--- src/rtl/bhu_pkg.sv ---
// Shared encodings for the decode-stage branch hazard unit.
// Assumes: each stage reports at most one destination register.
package bhu_pkg;

    // Kind of the instruction in decode
    typedef enum logic [1:0] {
        ID_OTHER  = 2'd0,
        ID_BRANCH = 2'd1,
        ID_JUMP   = 2'd2
    } id_kind_e;

    // Kind of register writer in a later stage
    typedef enum logic [1:0] {
        WR_NONE = 2'd0,
        WR_ALU  = 2'd1,
        WR_LOAD = 2'd2
    } wr_kind_e;

    // Comparator operand source
    typedef enum logic [1:0] {
        SRC_RF  = 2'd0,
        SRC_MEM = 2'd1,
        SRC_WB  = 2'd2
    } opnd_src_e;

    // Later stages observed, in order EX, MEM, WB
    localparam int unsigned N_STAGES = 3;
    localparam int unsigned ST_EX    = 0;
    localparam int unsigned ST_MEM   = 1;
    localparam int unsigned ST_WB    = 2;

endpackage

--- src/rtl/bhu_stage_match.sv ---
// Compares one compare-source register against one stage's destination.
// Reports separate hits for an ALU writer and a load writer.
// Assumes: register 0 is hard-wired to zero and is never a real dependency.
module bhu_stage_match
    import bhu_pkg::*;
#(
    parameter int unsigned REG_AW = 5
) (
    input  logic [REG_AW-1:0] src,
    input  logic [REG_AW-1:0] dst,
    input  logic [1:0]        kind,
    output logic              hit_alu,
    output logic              hit_load
);

    logic same_reg;

    // Address match, excluding register 0
    always_comb begin
        same_reg = (src == dst) && (src != '0);
    end

    // Qualify the match by the writer kind
    always_comb begin
        hit_alu  = same_reg && (wr_kind_e'(kind) == WR_ALU);
        hit_load = same_reg && (wr_kind_e'(kind) == WR_LOAD);
    end

endmodule

--- src/rtl/bhu_operand.sv ---
// Hazard evaluation for one comparator operand.
// Decides whether the operand is still being produced (stall needed)
// or whether it can be taken from a later stage (forward select).
// Assumes: the regfile writes before it reads, so a value leaving WB
// this cycle is also offered on the WB forwarding path.
module bhu_operand
    import bhu_pkg::*;
#(
    parameter int unsigned REG_AW = 5
) (
    input  logic                               clk,
    input  logic                               rst_n,
    input  logic [REG_AW-1:0]                  src,
    input  logic [N_STAGES-1:0][REG_AW-1:0]    dst,
    input  logic [N_STAGES-1:0][1:0]           kind,
    output logic                               need_stall,
    output logic [1:0]                         sel
);

    logic [N_STAGES-1:0] hit_alu;
    logic [N_STAGES-1:0] hit_load;

    // One comparator per observed stage
    for (genvar s = 0; s < N_STAGES; s++) begin : g_stage
        bhu_stage_match #(.REG_AW(REG_AW)) u_match (
            .src      (src),
            .dst      (dst[s]),
            .kind     (kind[s]),
            .hit_alu  (hit_alu[s]),
            .hit_load (hit_load[s])
        );
    end

    // Value not yet available: any writer in EX, or a load still in MEM
    always_comb begin
        need_stall = hit_alu[ST_EX] || hit_load[ST_EX] || hit_load[ST_MEM];
    end

    // Nearest producer wins: ALU result in MEM, then any result in WB
    always_comb begin
        if (hit_alu[ST_MEM])
            sel = SRC_MEM;
        else if (hit_alu[ST_WB] || hit_load[ST_WB])
            sel = SRC_WB;
        else
            sel = SRC_RF;
    end

    // a zero source never stalls and always reads the register file
    a_r7_zero_src: assert property (@(posedge clk) disable iff (!rst_n)
        (src == '0) |-> (!need_stall && sel == SRC_RF));

    // a load in MEM feeding this operand must hold decode
    a_r4_load_in_mem: assert property (@(posedge clk) disable iff (!rst_n)
        (wr_kind_e'(kind[ST_MEM]) == WR_LOAD && dst[ST_MEM] == src && src != '0)
            |-> need_stall);

    // an ALU result in MEM is forwarded, never from WB or the regfile
    a_r5_mem_forward: assert property (@(posedge clk) disable iff (!rst_n)
        (wr_kind_e'(kind[ST_MEM]) == WR_ALU && dst[ST_MEM] == src && src != '0)
            |-> (sel == SRC_MEM));

endmodule

--- src/rtl/branch_hazard_unit.sv ---
// Decode-stage branch hazard unit.
// Combines the per-operand hazard checks into one stall request, gives
// the comparator forwarding selects, and raises the fetch flush for jumps
// and taken branches. A stall always suppresses the flush in the same cycle.
// Assumes: jumps carry no register operands; the datapath applies the
// stall to the PC, the fetch/decode register and the decode/execute bubble.
module branch_hazard_unit
    import bhu_pkg::*;
#(
    parameter int unsigned REG_AW = 5
) (
    input  logic              clk,
    input  logic              rst_n,
    input  logic [1:0]        id_kind,
    input  logic              id_taken,
    input  logic [REG_AW-1:0] id_src_a,
    input  logic [REG_AW-1:0] id_src_b,
    input  logic [1:0]        ex_kind,
    input  logic [REG_AW-1:0] ex_dst,
    input  logic [1:0]        mem_kind,
    input  logic [REG_AW-1:0] mem_dst,
    input  logic [1:0]        wb_kind,
    input  logic [REG_AW-1:0] wb_dst,
    output logic              stall,
    output logic              fetch_flush,
    output logic [1:0]        fwd_sel_a,
    output logic [1:0]        fwd_sel_b
);

    localparam int unsigned N_OPS = 2;

    logic [N_STAGES-1:0][REG_AW-1:0] stage_dst;
    logic [N_STAGES-1:0][1:0]        stage_kind;
    logic [N_OPS-1:0][REG_AW-1:0]    op_src;
    logic [N_OPS-1:0]                op_stall;
    logic [N_OPS-1:0][1:0]           op_sel;
    logic                            is_branch;
    logic                            is_jump;

    // Gather the later stages into arrays indexed EX, MEM, WB
    always_comb begin
        stage_dst[ST_EX]   = ex_dst;
        stage_dst[ST_MEM]  = mem_dst;
        stage_dst[ST_WB]   = wb_dst;
        stage_kind[ST_EX]  = ex_kind;
        stage_kind[ST_MEM] = mem_kind;
        stage_kind[ST_WB]  = wb_kind;
        op_src[0]          = id_src_a;
        op_src[1]          = id_src_b;
    end

    // One hazard evaluator per comparator operand
    for (genvar o = 0; o < N_OPS; o++) begin : g_op
        bhu_operand #(.REG_AW(REG_AW)) u_operand (
            .clk        (clk),
            .rst_n      (rst_n),
            .src        (op_src[o]),
            .dst        (stage_dst),
            .kind       (stage_kind),
            .need_stall (op_stall[o]),
            .sel        (op_sel[o])
        );
    end

    // Decode the instruction kind
    always_comb begin
        is_branch = (id_kind_e'(id_kind) == ID_BRANCH);
        is_jump   = (id_kind_e'(id_kind) == ID_JUMP);
    end

    // Stall only for a branch whose operand is not ready
    always_comb begin
        stall = is_branch && (|op_stall);
    end

    // Flush the wrong-path fetch; a stall defers the decision
    always_comb begin
        fetch_flush = !stall && (is_jump || (is_branch && id_taken));
    end

    // Selects matter only to the comparator, so only for branches
    always_comb begin
        fwd_sel_a = is_branch ? op_sel[0] : SRC_RF;
        fwd_sel_b = is_branch ? op_sel[1] : SRC_RF;
    end

    // a jump always flushes and never waits
    a_r1_jump_flush: assert property (@(posedge clk) disable iff (!rst_n)
        (id_kind == 2'd2) |-> (fetch_flush && !stall));

    // stall and flush are never raised together
    a_r8_stall_over_flush: assert property (@(posedge clk) disable iff (!rst_n)
        stall |-> !fetch_flush);

    // plain instructions are invisible to the unit
    a_r9_other_quiet: assert property (@(posedge clk) disable iff (!rst_n)
        (id_kind == 2'd0) |-> (!stall && !fetch_flush && fwd_sel_a == 2'd0 && fwd_sel_b == 2'd0));

    // an ALU writer in EX on a branch source holds decode
    a_r3_alu_in_ex: assert property (@(posedge clk) disable iff (!rst_n)
        (id_kind == 2'd1 && ex_kind == 2'd1 && ex_dst != '0 &&
         (ex_dst == id_src_a || ex_dst == id_src_b)) |-> stall);

    // a branch without stall flushes exactly when taken
    a_r2_branch_flush: assert property (@(posedge clk) disable iff (!rst_n)
        (id_kind == 2'd1 && !stall) |-> (fetch_flush == id_taken));

endmodule

--- config.mk ---
export PLATFORM = sky130hd
export DESIGN_NAME = branch_hazard_unit
export DESIGN_NICKNAME = d
export VERILOG_FILES = /design/src/rtl/bhu_pkg.sv /design/src/rtl/bhu_stage_match.sv /design/src/rtl/bhu_operand.sv /design/src/rtl/branch_hazard_unit.sv
export SDC_FILE = /design/constraint.sdc
export NUM_CORES = 1
export LEC_CHECK = 0
export ABC_AREA = 0
export BUFFER_PORTS_ARGS = -buffer_cell sky130_fd_sc_hd__buf_2
export CAP_MARGIN = 20
export CORE_AREA = 2 2 39 41
export DETAILED_ROUTE_END_ITERATION = 7
export DIE_AREA = 0 0 41 43
export PLACE_DENSITY = 0.85
export SYNTH_ARGS = -nofsm -noshare
export SYNTH_HDL_FRONTEND = slang
export SYNTH_SLANG_ARGS = --single-unit
--- constraint.sdc ---
create_clock -name vclk -period 2
set_clock_uncertainty 0.1 [all_clocks]
set_input_delay 0.3 -clock vclk [all_inputs]
set_output_delay 0.3 -clock vclk [all_outputs]
set_load 0.05 [all_outputs]
Word level (Yosys, flattened, before mapping)
Cells that the tools add are included.
- reduce and logical (&&, ||, !) cells: 32
- mux-type cells: 6
- equality and inequality tests: 14
- operators with widths (cell ; count):
    equality test 5 bit ; 6
    logical AND 1 bit ; 21
    2-to-1 mux 2 bit ; 6
    nonzero test 5 bit ; 2
    equality test 2 x 1 -> 1 bit (second input constant) ; 4
    equality test 2 bit (second input constant) ; 4
    logical OR 1 bit ; 7
    OR reduction 2 bit ; 1
    zero test 1 bit ; 1
- logic and storage cells: 52
- register bits after elaboration: 0
- output and inout port bits: 6

Logic depth before layout (Yosys ltp)
- depth after elaboration: 9
- gate-level depth with buffers: 5

By module
Synthesis repeated with hierarchy kept, for this count alone.
- cell total of the unflattened synthesis: 81
- area total of the unflattened synthesis: 629.4 µm²
- by module, submodules not included (module ; area each (µm²) ; cells an instance ; times used):
    bhu_stage_match ; 85.1 ; 11 ; 6
    branch_hazard_unit ; 71.3 ; 9 ; 1
    bhu_operand ; 23.8 ; 3 ; 2

Worst setup path before layout
No wires, ideal clock.
- kind: input -> output
- start point: in id_src_a[1]
- end point: out fwd_sel_a[1]
- cell stages on the path: 5
- arrival time: 2.687 ns
- setup slack: -1.087 ns
- cell sequence: or4_1 nor2_2 nor4_1 nand2_1 nor4b_1
- word-level cells in the longest chain between the ends: 7
- elaborated cells on any way between the ends: 12
- ends and longest elaborated chain (item ; line ; source):
    start, declared ; branch_hazard_unit.sv:16 ; input logic [REG_AW-1:0] id_src_a,
    equality test 5 bit / nonzero test 5 bit (equally long branches) ; bhu_stage_match.sv:20 ; same_reg = (src == dst) && (src != '0);
    logical AND 1 bit ; bhu_stage_match.sv:20 ;
    logical AND 1 bit (on tied branches) ; bhu_stage_match.sv:25, bhu_stage_match.sv:26 ;
    logical OR 1 bit ; bhu_operand.sv:43 ; else if (hit_alu[ST_WB] || hit_load[ST_WB])
    2-to-1 mux 2 bit ; bhu_operand.sv:43 ;
    2-to-1 mux 2 bit (*) ; bhu_operand.sv:41 ; if (hit_alu[ST_MEM])
    2-to-1 mux 2 bit (*) ; branch_hazard_unit.sv:83 ; fwd_sel_a = is_branch ? op_sel[0] : SRC_RF;
    end, declared ; branch_hazard_unit.sv:26 ; output logic [1:0] fwd_sel_a,
Mark *: on every way between the ends. The rest lies on a longest branch, timed or not.

Final worst setup path
- start point: in id_src_b[2]
- end point: out fetch_flush
- word-level cells in the longest chain between the ends: 9
- elaborated cells on any way between the ends: 14
- ends and longest elaborated chain (item ; line ; source):
    start, declared ; branch_hazard_unit.sv:17 ; input logic [REG_AW-1:0] id_src_b,
    equality test 5 bit / nonzero test 5 bit (equally long branches) ; bhu_stage_match.sv:20 ;
    logical AND 1 bit ; bhu_stage_match.sv:20 ;
    logical AND 1 bit (on tied branches) ; bhu_stage_match.sv:25, bhu_stage_match.sv:26 ;
    logical OR 1 bit ; bhu_operand.sv:36 ; need_stall = hit_alu[ST_EX] || hit_load[ST_EX] || hit_load[ST_MEM];
    logical OR 1 bit (*) ; bhu_operand.sv:36 ;
    OR reduction 2 bit (*) ; branch_hazard_unit.sv:73 ; stall = is_branch && (|op_stall);
    logical AND 1 bit (*) ; branch_hazard_unit.sv:73 ;
    zero test 1 bit (*) ; branch_hazard_unit.sv:78 ; fetch_flush = !stall && (is_jump || (is_branch && id_taken));
    logical AND 1 bit (*) ; branch_hazard_unit.sv:78 ;
    end, declared ; branch_hazard_unit.sv:25 ; output logic fetch_flush,
Marks and branches as above.

==> results.py <==
metrics = {
    "outcome": {
        "status": "finished with violations",
        "violations": "negative setup slack",
    },
    "setup_path": {
        "cp_max_fo": 3,
        "setup.worst_path.start_class": "input pin",
        "crit_path_end_kind": "output pin",
        "cp.required_ns": 1.60,
        "cp.arrival_ns": 1.71,
        "critical_path_class": "input pin to output pin",
    },
    "power": {
        "fin_total_pwr_mw": 0.231,
        "power_density_nw_per_um2": 205,
        "power.leakage_nw": 0.487,
        "vdd_drop_max_mv": 0.118,
    },
    "flow_run": {
        "cap_violations": 0,
    },
    "global_route": {
        "overflow": 0,
        "grt_pass1_wl_mm": 3.29,
        "grt_pass1_vias": 781,
        "grt_use_total": 0.269,
        "grt_max_degree": 5,
        "antenna_found_initial": 0,
        "grtUsageMet1": 0.264,
        "grtUsageMet3": 0.0366,
        "grtUsageMet2": 0.513,
        "grt_most_used_layer": "met2",
    },
    "layout": {
        "clkbuf_count": 0,
        "final_area_um2": 1130,
        "antenna_cells": 0,
        "design.seq.count": 0,
        "layoutNonFillerInstCount": 147,
        "utilization": 0.816,
        "nets": 169,
        "drive_gt1_frac": 0.641,
        "area_delta_synth_final_pct": 136,
        "regArea_um2": 0,
    },
    "sta": {
        "worst_slew_pin_slew_ns": 0.327,
        "layout_min_cycle_time_ns": 2.11,
        "setup_ws_ns": -0.115,
        "holdWs_ns": 0.814,
        "hold_viol": 0,
        "rsz0062_at_grt": "true",
        "min_period_over_period": 1.06,
        "slew_headroom": 0.781,
        "fmax_mhz": 473,
        "drv_slew": 0,
        "setup_viol": 4,
        "tns_ns": -0.341,
    },
    "routing": {
        "vias": 767,
        "drt_wl_total_mm": 2.32,
        "drcViolationCount": 0,
        "drt_iter0_drc": 11,
        "ant_nets": 0,
        "dr.pass1.iters": 4,
        "wl_per_cell_um": 15.8,
        "viasPerCell": 5.22,
    },
    "floorplanning": {
        "start_util": 0.346,
        "ios": 42,
        "die_area_um2": 1760,
        "die_y_um": 43,
        "core_um2": 1380,
        "row_count": 14,
        "die-width_um": 41,
    },
    "logic_synthesis": {
        "synthCells": 66,
        "seq_area_frac_synth": 0,
        "synth_top_area_frac": 0.420,
        "syn_area_per_cell_um2": 7.26,
        "syn-num-nets": 102,
        "netlist_area_um2": 479,
        "synth_most_common_cell": "xnor2_1",
        "ys_warn_count": 0,
        "synth_cell_types": 16,
        "synth.area.top_cells": "xnor2_1, xor2_1, nand3_1, nor4b_1, nor4_1",
        "yosysTopAreaCell": "xnor2_1",
        "synth_common_cells": "xnor2_1, xor2_1, nand3_1",
    },
    "hold_path": {
        "hold_class": "input pin to output pin",
    },
    "placed_design": {
        "post-place-ws_ns": -0.259,
        "placedInstanceArea_um2": 912,
        "placed_cells": 141,
        "port_buffers": 40,
        "dpl.hpwl_mm": 1.56,
        "routabilityCongestion": 0.845,
    },
    "cts": {
        "hold_buffers": 0,
    },
}
==> worst paths after layout <==
path | start | end | cells past startpoint
hold / removal | id_kind[1] | fwd_sel_b[0] | 3
setup / recovery | id_src_b[2] | fetch_flush | 7
==> per-layer routing <==
| metal | up-vias | part of all wire |
|---|---|---|
| met2 | 45 | 0.56 |
| met3 | 10 | 0.071 |
| met4 | 0 | 0.037 |
| met5 | - | 0 |
| li1 | 361 | - |
| met1 | 351 | 0.33 |
==> cell usage in the layout, fill, tap and decap left out <==
cell type	count
a21oi_4	1
a32o_2	1
buf_2	29
buf_4	24
buf_6	11
buf_8	1
inv_1	2
nand2_1	2
nand2b_1	2
nand3_1	7
nand3_2	1
nor2_1	2
nor2_4	2
nor2b_1	2
nor3b_2	1
nor4_2	2
nor4_4	2
nor4b_4	3
o21ai_1	1
o21ai_2	1
or4_4	2
xnor2_1	21
xnor2_2	2
xor2_1	8
xor2_4	1
==> cell families (layout without fill, tap and decap cells) <==
logic type / Yosys count / in the layout / share of synthesized area
simple gates: 28 / 28 / 0.347
buf+inv: 2 / 67 / 0.0157
compound gates: 4 / 4 / 0.0522
xor+xnor: 32 / 32 / 0.585
==> layout make-up <==
class | instances | area [µm²]
multi-input combinational | 64 | 637
timing repair buffer | 65 | 464
fill | 91 | 255
tap | 16 | 20.0
inverter | 2 | 7.51
==> where the power goes <==
part	total (mW)	internal (mW)	leakage [nW]	switching, mW
clock	0	0	0	0
combinational	0.231	0.119	0.487	0.112
sequential	0	0	0	0
==> worst max-delay path: stages <==
cell and delay, ns:
buf_6 0.09, or4_4 0.54, nor2_4 0.16, nor4_2 0.05, o21ai_1 0.21, a32o_2 0.21, buf_6 0.15
==> repair_timing <==
action / CTS / global route
pin swaps: 14 / 2
hold endpoints to repair: 0 / 0
resized for setup: 28 / 8
setup buffers: 3 / 3
setup endpoints to repair: 6 / 6
Power figures use the tool's default switching activity.
